## src/rtl/ipri_pkg.sv

```systemverilog
package ipri_pkg;

    localparam int PRIO_W        = 8;
    localparam int PRIO_MAX_BITS = 8;
    localparam int PRIO_MIN_BITS = 4;
    localparam int VIRT_GRP_BITS = 5;

    typedef logic [PRIO_W-1:0] prio_t;

    typedef enum logic {
        TGT_PRIO = 1'b0,
        TGT_MASK = 1'b1
    } tgt_e;

    typedef struct packed {
        logic  prio_we;
        logic  mask_we;
        prio_t data;
    } wcmd_s;

    typedef struct packed {
        logic rd_any;
        logic rd_prio;
        logic rd_mask;
        logic ns;
        logic grp1;
    } rcmd_s;

    function automatic prio_t impl_mask(int bits);
        return prio_t'(8'hFF << (PRIO_MAX_BITS - bits));
    endfunction

    function automatic prio_t ns_down(prio_t v);
        return prio_t'(8'h80 | (v >> 1));
    endfunction

    function automatic prio_t ns_up(prio_t v);
        return {v[PRIO_W-2:0], 1'b0};
    endfunction

endpackage

```

## src/rtl/ipri_decode.sv

```systemverilog
module ipri_decode
    import ipri_pkg::*;
#(
    parameter int NUM_IRQ   = 64,
    parameter int NUM_CPU   = 2,
    parameter int IDX_W     = 7,
    parameter int CPU_W     = 1,
    parameter int PRIO_BITS = 5,
    parameter bit SEC_EXT   = 1'b1
) (
    input  logic               req_valid,
    input  logic               req_write,
    input  tgt_e               req_kind,
    input  logic [IDX_W-1:0]   req_idx,
    input  logic [CPU_W-1:0]   req_cpu,
    input  logic               req_secure,
    input  prio_t              req_wdata,
    input  logic [NUM_IRQ-1:0] irq_group,
    input  prio_t              cur_mask,
    output wcmd_s              wcmd,
    output rcmd_s              rcmd
);

    localparam prio_t IMPL = impl_mask(PRIO_BITS);

    logic idx_ok;
    logic cpu_ok;
    logic ns;
    logic grp1;
    logic wr_go;
    logic rd_go;

    always_comb begin
        grp1 = 1'b0;
        for (int i = 0; i < NUM_IRQ; i++) begin
            if (req_idx == IDX_W'(i)) grp1 = irq_group[i];
        end
    end

    assign idx_ok = int'(req_idx) < NUM_IRQ;
    assign cpu_ok = int'(req_cpu) < NUM_CPU;
    assign ns     = SEC_EXT && !req_secure;
    assign wr_go  = req_valid && req_write && cpu_ok;
    assign rd_go  = req_valid && !req_write && cpu_ok;

    always_comb begin
        wcmd.prio_we = wr_go && (req_kind == TGT_PRIO) && idx_ok && (!ns || grp1);
        wcmd.mask_we = wr_go && (req_kind == TGT_MASK) && (!ns || cur_mask[PRIO_W-1]);
        wcmd.data    = (ns ? ns_down(req_wdata) : req_wdata) & IMPL;

        rcmd.rd_any  = req_valid && !req_write;
        rcmd.rd_prio = rd_go && (req_kind == TGT_PRIO) && idx_ok;
        rcmd.rd_mask = rd_go && (req_kind == TGT_MASK);
        rcmd.ns      = ns;
        rcmd.grp1    = grp1;
    end

endmodule

```

## src/rtl/ipri_store.sv

```systemverilog
module ipri_store
    import ipri_pkg::*;
#(
    parameter int NUM_IRQ      = 64,
    parameter int NUM_INTERNAL = 32,
    parameter int NUM_CPU      = 2,
    parameter int IDX_W        = 7,
    parameter int CPU_W        = 1
) (
    input  logic                              clk,
    input  logic                              rst,
    input  logic                              we,
    input  logic [IDX_W-1:0]                  idx,
    input  logic [CPU_W-1:0]                  cpu,
    input  prio_t                             wdata,
    output prio_t                             rd_raw,
    output logic [NUM_CPU*NUM_IRQ*PRIO_W-1:0] view_flat
);

    prio_t view [NUM_CPU][NUM_IRQ];

    for (genvar gi = 0; gi < NUM_IRQ; gi++) begin : g_irq
        if (gi < NUM_INTERNAL) begin : g_bank
            for (genvar gc = 0; gc < NUM_CPU; gc++) begin : g_cpu
                prio_t q;
                always_ff @(posedge clk) begin
                    if (rst) begin
                        q <= '0;
                    end else if (we && idx == IDX_W'(gi) && cpu == CPU_W'(gc)) begin
                        q <= wdata;
                    end
                end
                assign view[gc][gi] = q;
            end
        end else begin : g_shr
            prio_t q;
            always_ff @(posedge clk) begin
                if (rst) begin
                    q <= '0;
                end else if (we && idx == IDX_W'(gi)) begin
                    q <= wdata;
                end
            end
            for (genvar gc = 0; gc < NUM_CPU; gc++) begin : g_fan
                assign view[gc][gi] = q;
            end
        end
    end

    always_comb begin
        rd_raw = '0;
        for (int c = 0; c < NUM_CPU; c++) begin
            for (int i = 0; i < NUM_IRQ; i++) begin
                if (cpu == CPU_W'(c) && idx == IDX_W'(i)) rd_raw = view[c][i];
            end
        end
    end

    always_comb begin
        for (int c = 0; c < NUM_CPU; c++) begin
            for (int i = 0; i < NUM_IRQ; i++) begin
                view_flat[(c*NUM_IRQ+i)*PRIO_W +: PRIO_W] = view[c][i];
            end
        end
    end

endmodule

```

## src/rtl/ipri_pmask.sv

```systemverilog
module ipri_pmask
    import ipri_pkg::*;
#(
    parameter int NUM_CPU = 2,
    parameter int CPU_W   = 1
) (
    input  logic                      clk,
    input  logic                      rst,
    input  logic                      we,
    input  logic [CPU_W-1:0]          cpu,
    input  prio_t                     wdata,
    output prio_t                     cur,
    output logic [NUM_CPU*PRIO_W-1:0] mask_flat
);

    prio_t regs [NUM_CPU];

    for (genvar gc = 0; gc < NUM_CPU; gc++) begin : g_cpu
        always_ff @(posedge clk) begin
            if (rst) begin
                regs[gc] <= '0;
            end else if (we && cpu == CPU_W'(gc)) begin
                regs[gc] <= wdata;
            end
        end
        assign mask_flat[gc*PRIO_W +: PRIO_W] = regs[gc];
    end

    always_comb begin
        cur = '0;
        for (int c = 0; c < NUM_CPU; c++) begin
            if (cpu == CPU_W'(c)) cur = regs[c];
        end
    end

endmodule

```

## src/rtl/ipri_rdview.sv

```systemverilog
module ipri_rdview
    import ipri_pkg::*;
#(
    parameter int PRIO_BITS = 5
) (
    input  logic  clk,
    input  logic  rst,
    input  rcmd_s rcmd,
    input  prio_t raw_prio,
    input  prio_t raw_mask,
    output logic  rsp_valid,
    output prio_t rsp_rdata
);

    localparam prio_t IMPL = impl_mask(PRIO_BITS);

    prio_t vis;

    always_comb begin
        vis = '0;
        if (rcmd.rd_prio) begin
            if (!rcmd.ns)       vis = raw_prio;
            else if (rcmd.grp1) vis = ns_up(raw_prio);
        end else if (rcmd.rd_mask) begin
            if (!rcmd.ns)                vis = raw_mask;
            else if (raw_mask[PRIO_W-1]) vis = ns_up(raw_mask);
        end
        vis = vis & IMPL;
    end

    always_ff @(posedge clk) begin
        if (rst) begin
            rsp_valid <= 1'b0;
            rsp_rdata <= '0;
        end else begin
            rsp_valid <= rcmd.rd_any;
            rsp_rdata <= vis;
        end
    end

endmodule

```

## src/rtl/ipri_bank.sv

```systemverilog
module ipri_bank
    import ipri_pkg::*;
#(
    parameter int NUM_IRQ      = 64,
    parameter int NUM_INTERNAL = 32,
    parameter int NUM_CPU      = 2,
    parameter int IDX_W        = 7,
    parameter int PRIO_BITS    = 5,
    parameter bit SEC_EXT      = 1'b1,
    parameter bit VIRT_EXT     = 1'b0,
    localparam int CPU_W       = (NUM_CPU > 1) ? $clog2(NUM_CPU) : 1
) (
    input  logic                              clk,
    input  logic                              rst,
    input  logic                              req_valid,
    input  logic                              req_write,
    input  logic                              req_kind,
    input  logic [IDX_W-1:0]                  req_idx,
    input  logic [CPU_W-1:0]                  req_cpu,
    input  logic                              req_secure,
    input  logic [7:0]                        req_wdata,
    input  logic [NUM_IRQ-1:0]                irq_group,
    output logic                              rsp_valid,
    output logic [7:0]                        rsp_rdata,
    output logic [NUM_CPU*NUM_IRQ*8-1:0]      prio_out,
    output logic [NUM_CPU*8-1:0]              pmask_out
);

    wcmd_s wcmd;
    rcmd_s rcmd;
    prio_t cur_mask;
    prio_t raw_prio;

    ipri_decode #(
        .NUM_IRQ   (NUM_IRQ),
        .NUM_CPU   (NUM_CPU),
        .IDX_W     (IDX_W),
        .CPU_W     (CPU_W),
        .PRIO_BITS (PRIO_BITS),
        .SEC_EXT   (SEC_EXT)
    ) u_decode (
        .req_valid  (req_valid),
        .req_write  (req_write),
        .req_kind   (tgt_e'(req_kind)),
        .req_idx    (req_idx),
        .req_cpu    (req_cpu),
        .req_secure (req_secure),
        .req_wdata  (req_wdata),
        .irq_group  (irq_group),
        .cur_mask   (cur_mask),
        .wcmd       (wcmd),
        .rcmd       (rcmd)
    );

    ipri_store #(
        .NUM_IRQ      (NUM_IRQ),
        .NUM_INTERNAL (NUM_INTERNAL),
        .NUM_CPU      (NUM_CPU),
        .IDX_W        (IDX_W),
        .CPU_W        (CPU_W)
    ) u_store (
        .clk       (clk),
        .rst       (rst),
        .we        (wcmd.prio_we),
        .idx       (req_idx),
        .cpu       (req_cpu),
        .wdata     (wcmd.data),
        .rd_raw    (raw_prio),
        .view_flat (prio_out)
    );

    ipri_pmask #(
        .NUM_CPU (NUM_CPU),
        .CPU_W   (CPU_W)
    ) u_pmask (
        .clk       (clk),
        .rst       (rst),
        .we        (wcmd.mask_we),
        .cpu       (req_cpu),
        .wdata     (wcmd.data),
        .cur       (cur_mask),
        .mask_flat (pmask_out)
    );

    ipri_rdview #(
        .PRIO_BITS (PRIO_BITS)
    ) u_rdview (
        .clk       (clk),
        .rst       (rst),
        .rcmd      (rcmd),
        .raw_prio  (raw_prio),
        .raw_mask  (cur_mask),
        .rsp_valid (rsp_valid),
        .rsp_rdata (rsp_rdata)
    );

endmodule

```

## config.mk

```make
export PLATFORM = sky130hd
export DESIGN_NAME = ipri_bank
export DESIGN_NICKNAME = d
export VERILOG_FILES = /design/src/rtl/ipri_pkg.sv /design/src/rtl/ipri_decode.sv /design/src/rtl/ipri_store.sv /design/src/rtl/ipri_pmask.sv /design/src/rtl/ipri_rdview.sv /design/src/rtl/ipri_bank.sv
export SDC_FILE = /design/constraint.sdc
export NUM_CORES = 1
export LEC_CHECK = 0
export ABC_AREA = 1
export BUFFER_PORTS_ARGS = -buffer_cell sky130_fd_sc_hd__buf_4
export CORE_AREA = 2 2 446 448
export CTS_CLUSTER_DIAMETER = 120
export DETAILED_ROUTE_END_ITERATION = 8
export DIE_AREA = 0 0 448 450
export PLACE_DENSITY = 0.41
export RECOVER_POWER = 25
export SKIP_LAST_GASP = 1
export SLEW_MARGIN = 20
export SYNTH_ARGS = -nofsm -noshare
export SYNTH_HDL_FRONTEND = slang
export SYNTH_SLANG_ARGS = --single-unit
```

## constraint.sdc

```tcl
create_clock -name clk -period 16.04 [get_ports clk]
set_input_delay 4.01 -clock clk [delete_from_list [all_inputs] [get_ports clk]]
set_output_delay 4.01 -clock clk [all_outputs]
set_load 0.05 [all_outputs]
```

Word-level counts from Yosys, hierarchy flattened
Memory sizes are Yosys's and may differ from the RTL's.
Cells that the tools add are included.
{ "totals": {"input_bits": 86, "word_cells": 650, "memories": 1, "ramBits": 10, "regBits": 489} }
{ "classes": {"n_eq_ne": 63, "n_reduce_logical": 272, "bitwise_logic": 4, "muxes": 210, "order_cmp": 1} }
{ "mem_list": {"columns": ["memory", "words", "width", "rd", "rd_ports_with_merged_regs", "wr", "line", "text"], "rows": [
  ["u_pmask.regs", 2, 5, 2, 0, 2, "ipri_pmask.sv:16", "prio_t regs [NUM_CPU];"]
]} }
{ "op_table": {"columns": ["operator", "count"], "rows": [
  ["two-way mux 8 bit", 136],
  ["logical AND 1 bit", 268],
  ["== test 7 x 6 -> 1 bit, second input constant", 32],
  ["== test 7 x 5 -> 1 bit, second input constant", 16],
  ["two-way mux 1 bit", 72],
  ["== test 7 x 4 -> 1 bit, second input constant", 8],
  ["== test 7 x 3 -> 1 bit, second input constant", 4],
  ["== test 7 x 2 -> 1 bit, second input constant", 2],
  ["two-way mux 5 bit", 2],
  ["== test 7 x 1 -> 1 bit, second input constant", 1],
  ["logical NOT 7 bit", 1],
  ["less-than comparator 7 bit, second input constant", 1],
  ["logical OR 1 bit", 2],
  ["NOT 1 bit", 2],
  ["OR 1 bit", 2],
  ["logical NOT 1 bit", 1]
]} }

Logic depth before layout (Yosys ltp)
Gate-level depths: netlist of run 1.
{ "logic_depth": {"depth_word": 133, "depth_mapped": 93, "mapped_depth_nobuf": 93} }

Hierarchy
A second synthesis of run 1 with hierarchy kept.
{ "hier_totals": {"hier_cells": 6233, "area_unflattened_um2": 40919.2} }
{ "by_module_without_submodules": {"columns": ["module", "area_each_um2", "cells_each", "instances"], "rows": [
  ["ipri_store", 38778.4, 5873, 1],
  ["ipri_decode", 1049.8, 228, 1],
  ["ipri_pmask", 728.2, 72, 1],
  ["ipri_rdview", 362.8, 60, 1]
]} }

Least setup slack after synthesis of run 1
No wires, ideal clock.
{ "synth_path": {"kind": "input-to-reg", "from": "input port req_idx[6]", "to": "register u_rdview.rsp_rdata[7]", "setup_slack_ns": 6.757, "path_stages": 89, "arrival_ns": 9.174, "t_required_ns": 15.930, "n_path_buf": 1, "cell_sequence": "nor2_2 nand2_4 buf_6 nor2_8 nand2_4 clkinv_4 nand2_1 nand2_1 nand4_1 o21ai_1 nand4_1 nand2_1 nand2_1 nand2_1 nand3_1 nand2_1 nand4_1 nand2_1 (+53 left out) nand2_1 nand3_1 nand2_1 nand2_1 nand2_1 nand3_1 nand2_1 nand4_1 nand2_1 nand4_1 nand2_1 nand2_1 nand2_1 nand2_1 nand2_1 nand3_1 nand2_1 inv_1"} }
{ "synth_via": {"elab_chain_len": 133} }
{ "synth_rtl": {"columns": ["item", "line", "text"], "rows": [
  ["start: declaration", "ipri_bank.sv:18", "input logic [IDX_W-1:0] req_idx,"],
  ["logical NOT 7 bit", "ipri_decode.sv:36, ipri_store.sv:54", null],
  ["logical AND 1 bit", "ipri_store.sv:54", "if (cpu == CPU_W'(c) && idx == IDX_W'(i)) rd_raw = view[c][i];"],
  ["two-way mux 8 bit (128 in a row)", "ipri_store.sv:54", null],
  ["two-way mux 8 bit", "ipri_rdview.sv:23", "else if (rcmd.grp1) vis = ns_up(raw_prio);"],
  ["two-way mux 8 bit", "ipri_rdview.sv:22", "if (!rcmd.ns) vis = raw_prio;"],
  ["two-way mux 8 bit (*)", "ipri_rdview.sv:21", "if (rcmd.rd_prio) begin"],
  ["end signal: assignment", "ipri_rdview.sv:37", "rsp_rdata <= vis;"],
  ["end: declaration", "ipri_rdview.sv:12", "output prio_t rsp_rdata"]
]} }
Mark *: on every way between the ends. The rest lies on a longest branch, timed or not.
A chain may end at the register's enable or synchronous reset.

Worst setup path in the final report of run 1
{ "layout_path": {"from": "input port req_idx[6]", "to": "register u_rdview.rsp_rdata[4]"} }
The elaborated chain is that of the path after synthesis.

==> summary.md, run 1 <==
| Metric | Value |
|---|---|
| Global-route wire length before repair | `around 240000 um` |
| Height of the die | `450 um` |
| Synthesis Warnings | `0` |
| Die X | `around 450 um` |
| Slew HR | `0.349` |
| Fin Clk Skew | `~0.030 ns` |
| Proportion of layout cells with a drive suffix above 1 | `0.152` |
| CP Class | `in2reg` |
| Outcome | `finished, final reports clean` |
| Clock buffer depth | `3` |
| #FFs+latches synth | `slightly below 500` |
| Number of global-route vias before repair | `roughly 28000` |
| Postcts setup bufs | `0` |
| FF-to-FF Start | `u_store.g_irq[0].g_bank.g_cpu[0].q[3]` |
| Primary FF master, synth | `dfxtp_1` |
| Critical path origin | `req_idx[6]` |
| WP data required | `16.56 ns` |
| Nets | `5168` |
| Initial Utilization | `0.147` |
| Std-Cell Rows | `between 150 and 200` |
| Drt wl/cell | `roughly 24 um` |
| Clock transition at path regs | `around 0.05 ns` |
| Period utilisation layout | `0.962` |
| Overall routing resource usage | `0.174` |
| Max Slew Vio Count | `0` |
| Via count | `30263` |
| Fin util | `0.190` |
| DRT Pass-1 Iters | `6` |
| Tightest Pin Transition | `0.980 ns` |
| Post-synth cell types | `36` |
| Count of flip-flops with a built-in enable after synthesis | `10` |
| Synth top area share | `0.337` |
| RSZ-0062 raised after global routing | `yes` |
| Total chip power | `around 0.0034 W` |
| Routed WL | `~180000 um` |
| Area grow syn2layout | `29.2%` |
| DRC violations left | `0` |
| Cell Pwr Density | `between 80 and 90 mW/mm^2` |
| Arrival @ worst endpoint | `~16 ns` |
| Crit start category | `input pin` |
| CTS Buf Count | `70` |
| Synthesized area | `0.0289 mm^2` |
| Routed Antenna Nets | `0` |
| Pin count of the biggest net entering global routing | `around 130` |
| Overflow after GRT | `0` |
| CP Capture Type | `flop` |
| Setup-failing EPs final | `0` |
| Asr flop ratio synth | `0` |
| Post-Syn Instances | `between 4000 and 5000` |
| CORE AREA | `a little under 0.2 mm^2` |
| Hold Path Origin | `u_store.g_irq[21].g_bank.g_cpu[1].q[6]` |
| Hold Path Class | `reg2reg` |
| Number of DRC markers in iteration 0 | `between 2000 and 2500` |
| Max-cap violations | `0` |
| Crit Path Max Fanout | `4` |
| Final hold vios | `0` |
| PostCTS Resize Cnt | `0` |
| Clk sinks | `roughly 500` |
| Worst-case vdd ir drop | `0.0608 mV` |
| Top achievable clock speed | `around 0.065 GHz` |
| Clk Latency, worst-skew pair | `about 0.69 ns` |
| Area contributors post-synth | `dfxtp_1 (34%), buf_4 (14%), nand2_1 (11%)` |
| Hpwl dp | `~150000 um` |
| Initial antenna violation count | `32` |
| Hold buffer count at CTS | `0` |
| Leakage | `~14 nW` |
| Post-synth top area cell | `dfxtp_1` |
| H-tree Lvls | `3` |
| CTS tree | `built` |
| Slowest stage delay, CP | `~0.27 ns` |
| Placer Congestion | `approximately 0.90` |
| Die area | `approximately 0.2 mm^2` |
| Number of port buffers | `738` |
| Register area share after synthesis | `0.348` |
| Syn_area_per_cell | `~6.5 um^2` |
| Top-Level Pins | `1135` |
| Tmin final | `~15 ns` |
| Clock root buffer | `clkbuf_16` |
| Critical path's slowest cell | `nand4_1` |
| Routed vias/inst | `3.89` |
path summary, 6_finish.rpt:
| path | to | depth (start not counted) | slack, ns |
|---|---|---|---|
| min reg2reg | u_store.g_irq[21].g_bank.g_cpu[1].q[6] | 2 | 0.47 |
| max | u_rdview.rsp_rdata[4] | 86 | 0.60 |
| min | u_store.g_irq[21].g_bank.g_cpu[1].q[6] | 2 | 0.47 |
| max reg2reg | u_rdview.rsp_rdata[4] | 82 | 4.05 |
cell type report:
type | count | area, um^2
fillers | 22610 | 159000
multi-input cells | 2918 | 13000
flip-flops and latches | 496 | 10000
repair buffers | 887 | 5760
well taps | 2640 | 3300
inverters | 709 | 2690
clock buffers | 100 | 2050
clock inverters | 27 | 390
diodes | 5 | 12.5
stage by stage:
| step | cell area [um^2] | setup TNS (ns) | instances | hold WS [ns] | setup slack, ns |
|---|---|---|---|---|---|
| final | 37300 | 0 | 7782 | 0.466 | 0.604 |
| after global placement | 35800 | -2.87 | 7650 | 0.452 | -0.635 |
| after CTS | 38300 | 0 | 7777 | 0.466 | 0.148 |
| after global routing | 37300 | -0.0148 | 7781 | 0.478 | -0.0148 |
| after detailed placement | 35800 | -2.40 | 7650 | 0.457 | -0.592 |
| after floorplan | 30300 | 0 | 4815 | 0.669 | 6.76 |
per-layer routing:
metal | vias up | track usage | share of wire
met5 | - | 0 | 0.00046
met4 | 12 | 0.0567 | 0.035
met3 | 200 | 0.0264 | 0.049
met2 | 1172 | 0.323 | 0.53
met1 | 14424 | 0.200 | 0.39
li1 | 14455 | - | -
logic make-up (layout without fill, tap and decap cells):
kind of cell | after synthesis | count (layout) | share of synthesized area
other | 1 | 398 | 0.000130
buffers and inverters | 1401 | 1723 | 0.255
AO/OA/AOI/OAI | 1101 | 1101 | 0.195
flip-flops | 496 | 496 | 0.348
AND/OR/NAND/NOR | 1422 | 1422 | 0.202
multiplexers | 2 | 2 | 0.000694
state kept, by name, indices dropped and copies added (netlist names):
register	count
u_store.g_irq.g_bank.g_cpu.q	320
u_store.g_irq.g_shr.q	160
u_rdview.rsp_rdata	5
u_rdview.rsp_valid	1
u_pmask.regs	10
report_power, final:
group	switching (W)	total, W	internal, W	leakage [nW]
registers	0.00000174	0.00124	0.00124	4.02
clock network	0.000677	0.00166	0.000981	1.19
logic	0.000393	0.000456	0.0000626	9.02
total	0.00107	0.00335	0.00228	14.2
Yosys cell counts (5+ instances only):
cell type	number
o21ai_0	493
or2_2	12
buf_4	554
edfxtp_1	10
nor2_1	312
a211oi_1	30
nor2_2	8
clkbuf_1	125
nor3_1	32
nand4_1	96
a21oi_1	557
dfxtp_1	486
inv_2	5
nand2_1	870
buf_1	11
o22ai_1	7
inv_1	700
nand3_1	83
cells in the final DEF (no fill, tap or decap), types with 14 or more instances in the layout:
master	count
nand2_1	853
inv_1	694
buf_4	585
a21oi_1	556
o21ai_0	493
dfxtp_1	486
conb_1	393
nor2_1	309
clkbuf_1	300
nand4_1	96
nand3_1	79
clkbuf_16	71
nor3_1	32
a211oi_1	30
nand2_2	18
clkbuf_8	16
buf_12	14
worst max-delay path: cells and delay by family:
family | cells | cell delay, ns
simple gates | 71 | 9.42
compound gates | 4 | 0.64
buf+inv | 11 | 1.85
Note: power is estimated with default switching activity, not from simulation.
==> inputs of run 2 (changes only) <==
RECOVER_POWER = 100   (was 25)
==> run 2 against run 1 <==
Sequential share of layout area grew 0.18 points. Maximum frequency shrank 0.23%. Non-clock buffer count is the same. Hold slack is essentially flat. Via count grew 0.18%. Sequential cell count is the same. Power is essentially flat.
==> summary.md, run 2 (same netlist as run 1, synthesis figures left out) <==
| Metric | Value |
|---|---|
| Outcome | `finished, final reports clean` |
| Top-Level Pins | `1135 (unchanged)` |
| Area grow syn2layout | `28.3%` |
| PostCTS Resize Cnt | `0 (unchanged)` |
| CP Capture Type | `flop` |
| Overflow after GRT | `0 (unchanged)` |
| Worst-case vdd ir drop | `0.0608 mV (about the same)` |
| Initial Utilization | `0.147 (unchanged)` |
| Filler-free cell count of the finished design | `7783 (+0.013%)` |
| Max-cap violations | `0 (unchanged)` |
| Number of global-route vias before repair | `27514 (unchanged)` |
| Max Slew Vio Count | `0 (unchanged)` |
| Drt wl/cell | `23.5 um (about the same)` |
| Critical path's slowest cell | `nand4_1` |
| Placed cell count | `7650 (unchanged)` |
| CP Class | `in2reg` |
| Fin Clk Skew | `0.0297 ns (-0.000171 ns)` |
| Tightest Pin Transition | `1.15 ns (+0.169 ns)` |
| Top Registers | `u_store.g_irq.g_bank.g_cpu.q: 320 flops, u_store.g_irq.g_shr.q: 160 flops, u_pmask.regs: 10 flops` |
| Clock root buffer | `clkbuf_16` |
| Clk sinks | `496 (unchanged)` |
| Hold buffer count at CTS | `0 (unchanged)` |
| Arrival @ worst endpoint | `16.05 ns (+0.09 ns)` |
| Overall routing resource usage | `0.174 (unchanged)` |
| Placer Congestion | `0.904 (unchanged)` |
| Period utilisation layout | `0.965 (+0.00218)` |
| Routed WL | `183000 um (about the same)` |
| DRT Pass-1 Iters | `5 (-1)` |
| Layout fillers | `22667 (+0.25%)` |
| Nets | `5168 (unchanged)` |
| Slowest stage delay, CP | `0.25 ns (-0.02 ns)` |
| Final hold vios | `0 (unchanged)` |
| Die area | `0.202 mm^2 (unchanged)` |
| Initial antenna violation count | `32 (unchanged)` |
| Cell Pwr Density | `90.6 mW/mm^2 (+0.66%)` |
| CTS Buf Count | `70 (unchanged)` |
| Multi-input gate area | `0.0130 mm^2 (unchanged)` |
| Setup-failing EPs final | `0 (unchanged)` |
| Via count | `30316 (+0.18%)` |
| Highest Signal Layer | `met5` |
| Hpwl dp | `147000 um (unchanged)` |
| Detail Route met2 WL | `96700 um (+0.24%)` |
| Hold Path Class | `reg2reg` |
| CTS tree | `built` |
| Top achievable clock speed | `0.0646 GHz (-0.23%)` |
| Clk Latency, worst-skew pair | `0.69 ns (about the same)` |
| Clock buffer depth | `3 (unchanged)` |
| Postcts setup bufs | `0 (unchanged)` |
| CORE AREA | `0.197 mm^2 (unchanged)` |
| Slew HR | `0.237 (-0.112)` |
| Top cell by count, worst path | `nand2_1` |
| Most frequent cells in the layout | `nand2_1 (853), inv_1 (694), a21oi_1 (556)` |
| Tmin final | `15.47 ns (+0.0350 ns)` |
| Die X | `448 um (unchanged)` |
| Crit Path Max Fanout | `4 (unchanged)` |
| Number of DRC markers in iteration 0 | `2450 (+2.4%)` |
| Register Area | `0.0100 mm^2 (unchanged)` |
| DR WL met3 | `8880 um (-1.4%)` |
| Crit start category | `input pin` |
| WP data required | `16.62 ns (+0.06 ns)` |
| Std-Cell Rows | `163 (unchanged)` |
| Top reg by flops | `u_store.g_irq.g_bank.g_cpu.q` |
| Global-route wire length before repair | `241000 um (unchanged)` |
| Number of port buffers | `738 (unchanged)` |
| Height of the die | `450 um (unchanged)` |
| DRC violations left | `0 (unchanged)` |
| Proportion of layout cells with a drive suffix above 1 | `0.138 (-0.0132)` |
| RSZ-0062 raised after global routing | `yes` |
| Clock transition at path regs | `0.05 ns (about the same)` |
| Largest register FFs | `320 (unchanged)` |
| H-tree Lvls | `3 (unchanged)` |
| Routed vias/inst | `3.90 (+0.16%)` |
| Met1 Wirelength | `71200 um (about the same)` |
| Pin count of the biggest net entering global routing | `125 (unchanged)` |
| Routed Antenna Nets | `0 (unchanged)` |
| Leakage | `13.9 nW (-2.0%)` |
| Fin util | `0.188 (-0.00129)` |
| Commonest non-fill, non-tap cell in the layout | `nand2_1` |
==> run 2: cell types whose count changed in the layout (fill, tap and decap cells not counted) <==
cell	change
diode_2	+1
clkbuf_1	+68
buf_4	-68
==> run 2: path summary, 6_finish.rpt <==
path | from | to | slack, ns | cells past startpoint
max | req_idx[6] | u_rdview.rsp_rdata[6] | 0.57 | 101
min | u_store.g_irq[20].g_bank.g_cpu[1].q[6] | u_store.g_irq[20].g_bank.g_cpu[1].q[6] | 0.47 | 2
max reg2reg | u_store.g_irq[0].g_bank.g_cpu[0].q[3] | u_rdview.rsp_rdata[4] | 4.07 | 82
min reg2reg | u_store.g_irq[20].g_bank.g_cpu[1].q[6] | u_store.g_irq[20].g_bank.g_cpu[1].q[6] | 0.47 | 2
==> run 2: layer usage <==
metal | vias to the layer above | GRT usage
met1 | 14515 | 0.200
met4 | 12 | 0.0567
li1 | 14441 | -
met5 | - | 0
met3 | 199 | 0.0264
met2 | 1149 | 0.323
==> run 2: worst max-delay path, delay by kind of cell <==
kind | cells | cell delay (ns)
AND/OR/NAND/NOR | 86 | 9.84
buffers and inverters | 14 | 2.06
AO/OA/AOI/OAI | 1 | 0.06
==> run 2: power by group <==
group	internal, W	total, W	switching [W]
Combinational	0.0000622	0.000456	0.000394
Clock	0.000981	0.00166	0.000676
Sequential	0.00124	0.00124	0.00000174
==> run 2: cell type report <==
type,count,share of cell area
antenna,6,0.000406
timing repair buffer,887,0.149
tap,2640,0.0892
sequential,496,0.271
clock buffer,100,0.0553
multi-input combinational,2918,0.352
inverter,709,0.0726
clock inverter,27,0.0105
==> run 2: metrics by stage <==
stage | hold slack, ns | cell area [um^2] | total power (W) | worst slack [ns] | TNS (ns)
after floorplan | 0.669 | 30300 | 0.00164 | 6.76 | 0
after global placement | 0.452 | 35800 | 0.00173 | -0.635 | -2.87
after detailed placement | 0.457 | 35800 | 0.00173 | -0.592 | -2.40
after CTS | 0.466 | 38300 | 0.00340 | 0.148 | 0
after global routing | 0.478 | 37000 | 0.00347 | -0.0148 | -0.0148
final | 0.466 | 37000 | 0.00335 | 0.569 | 0
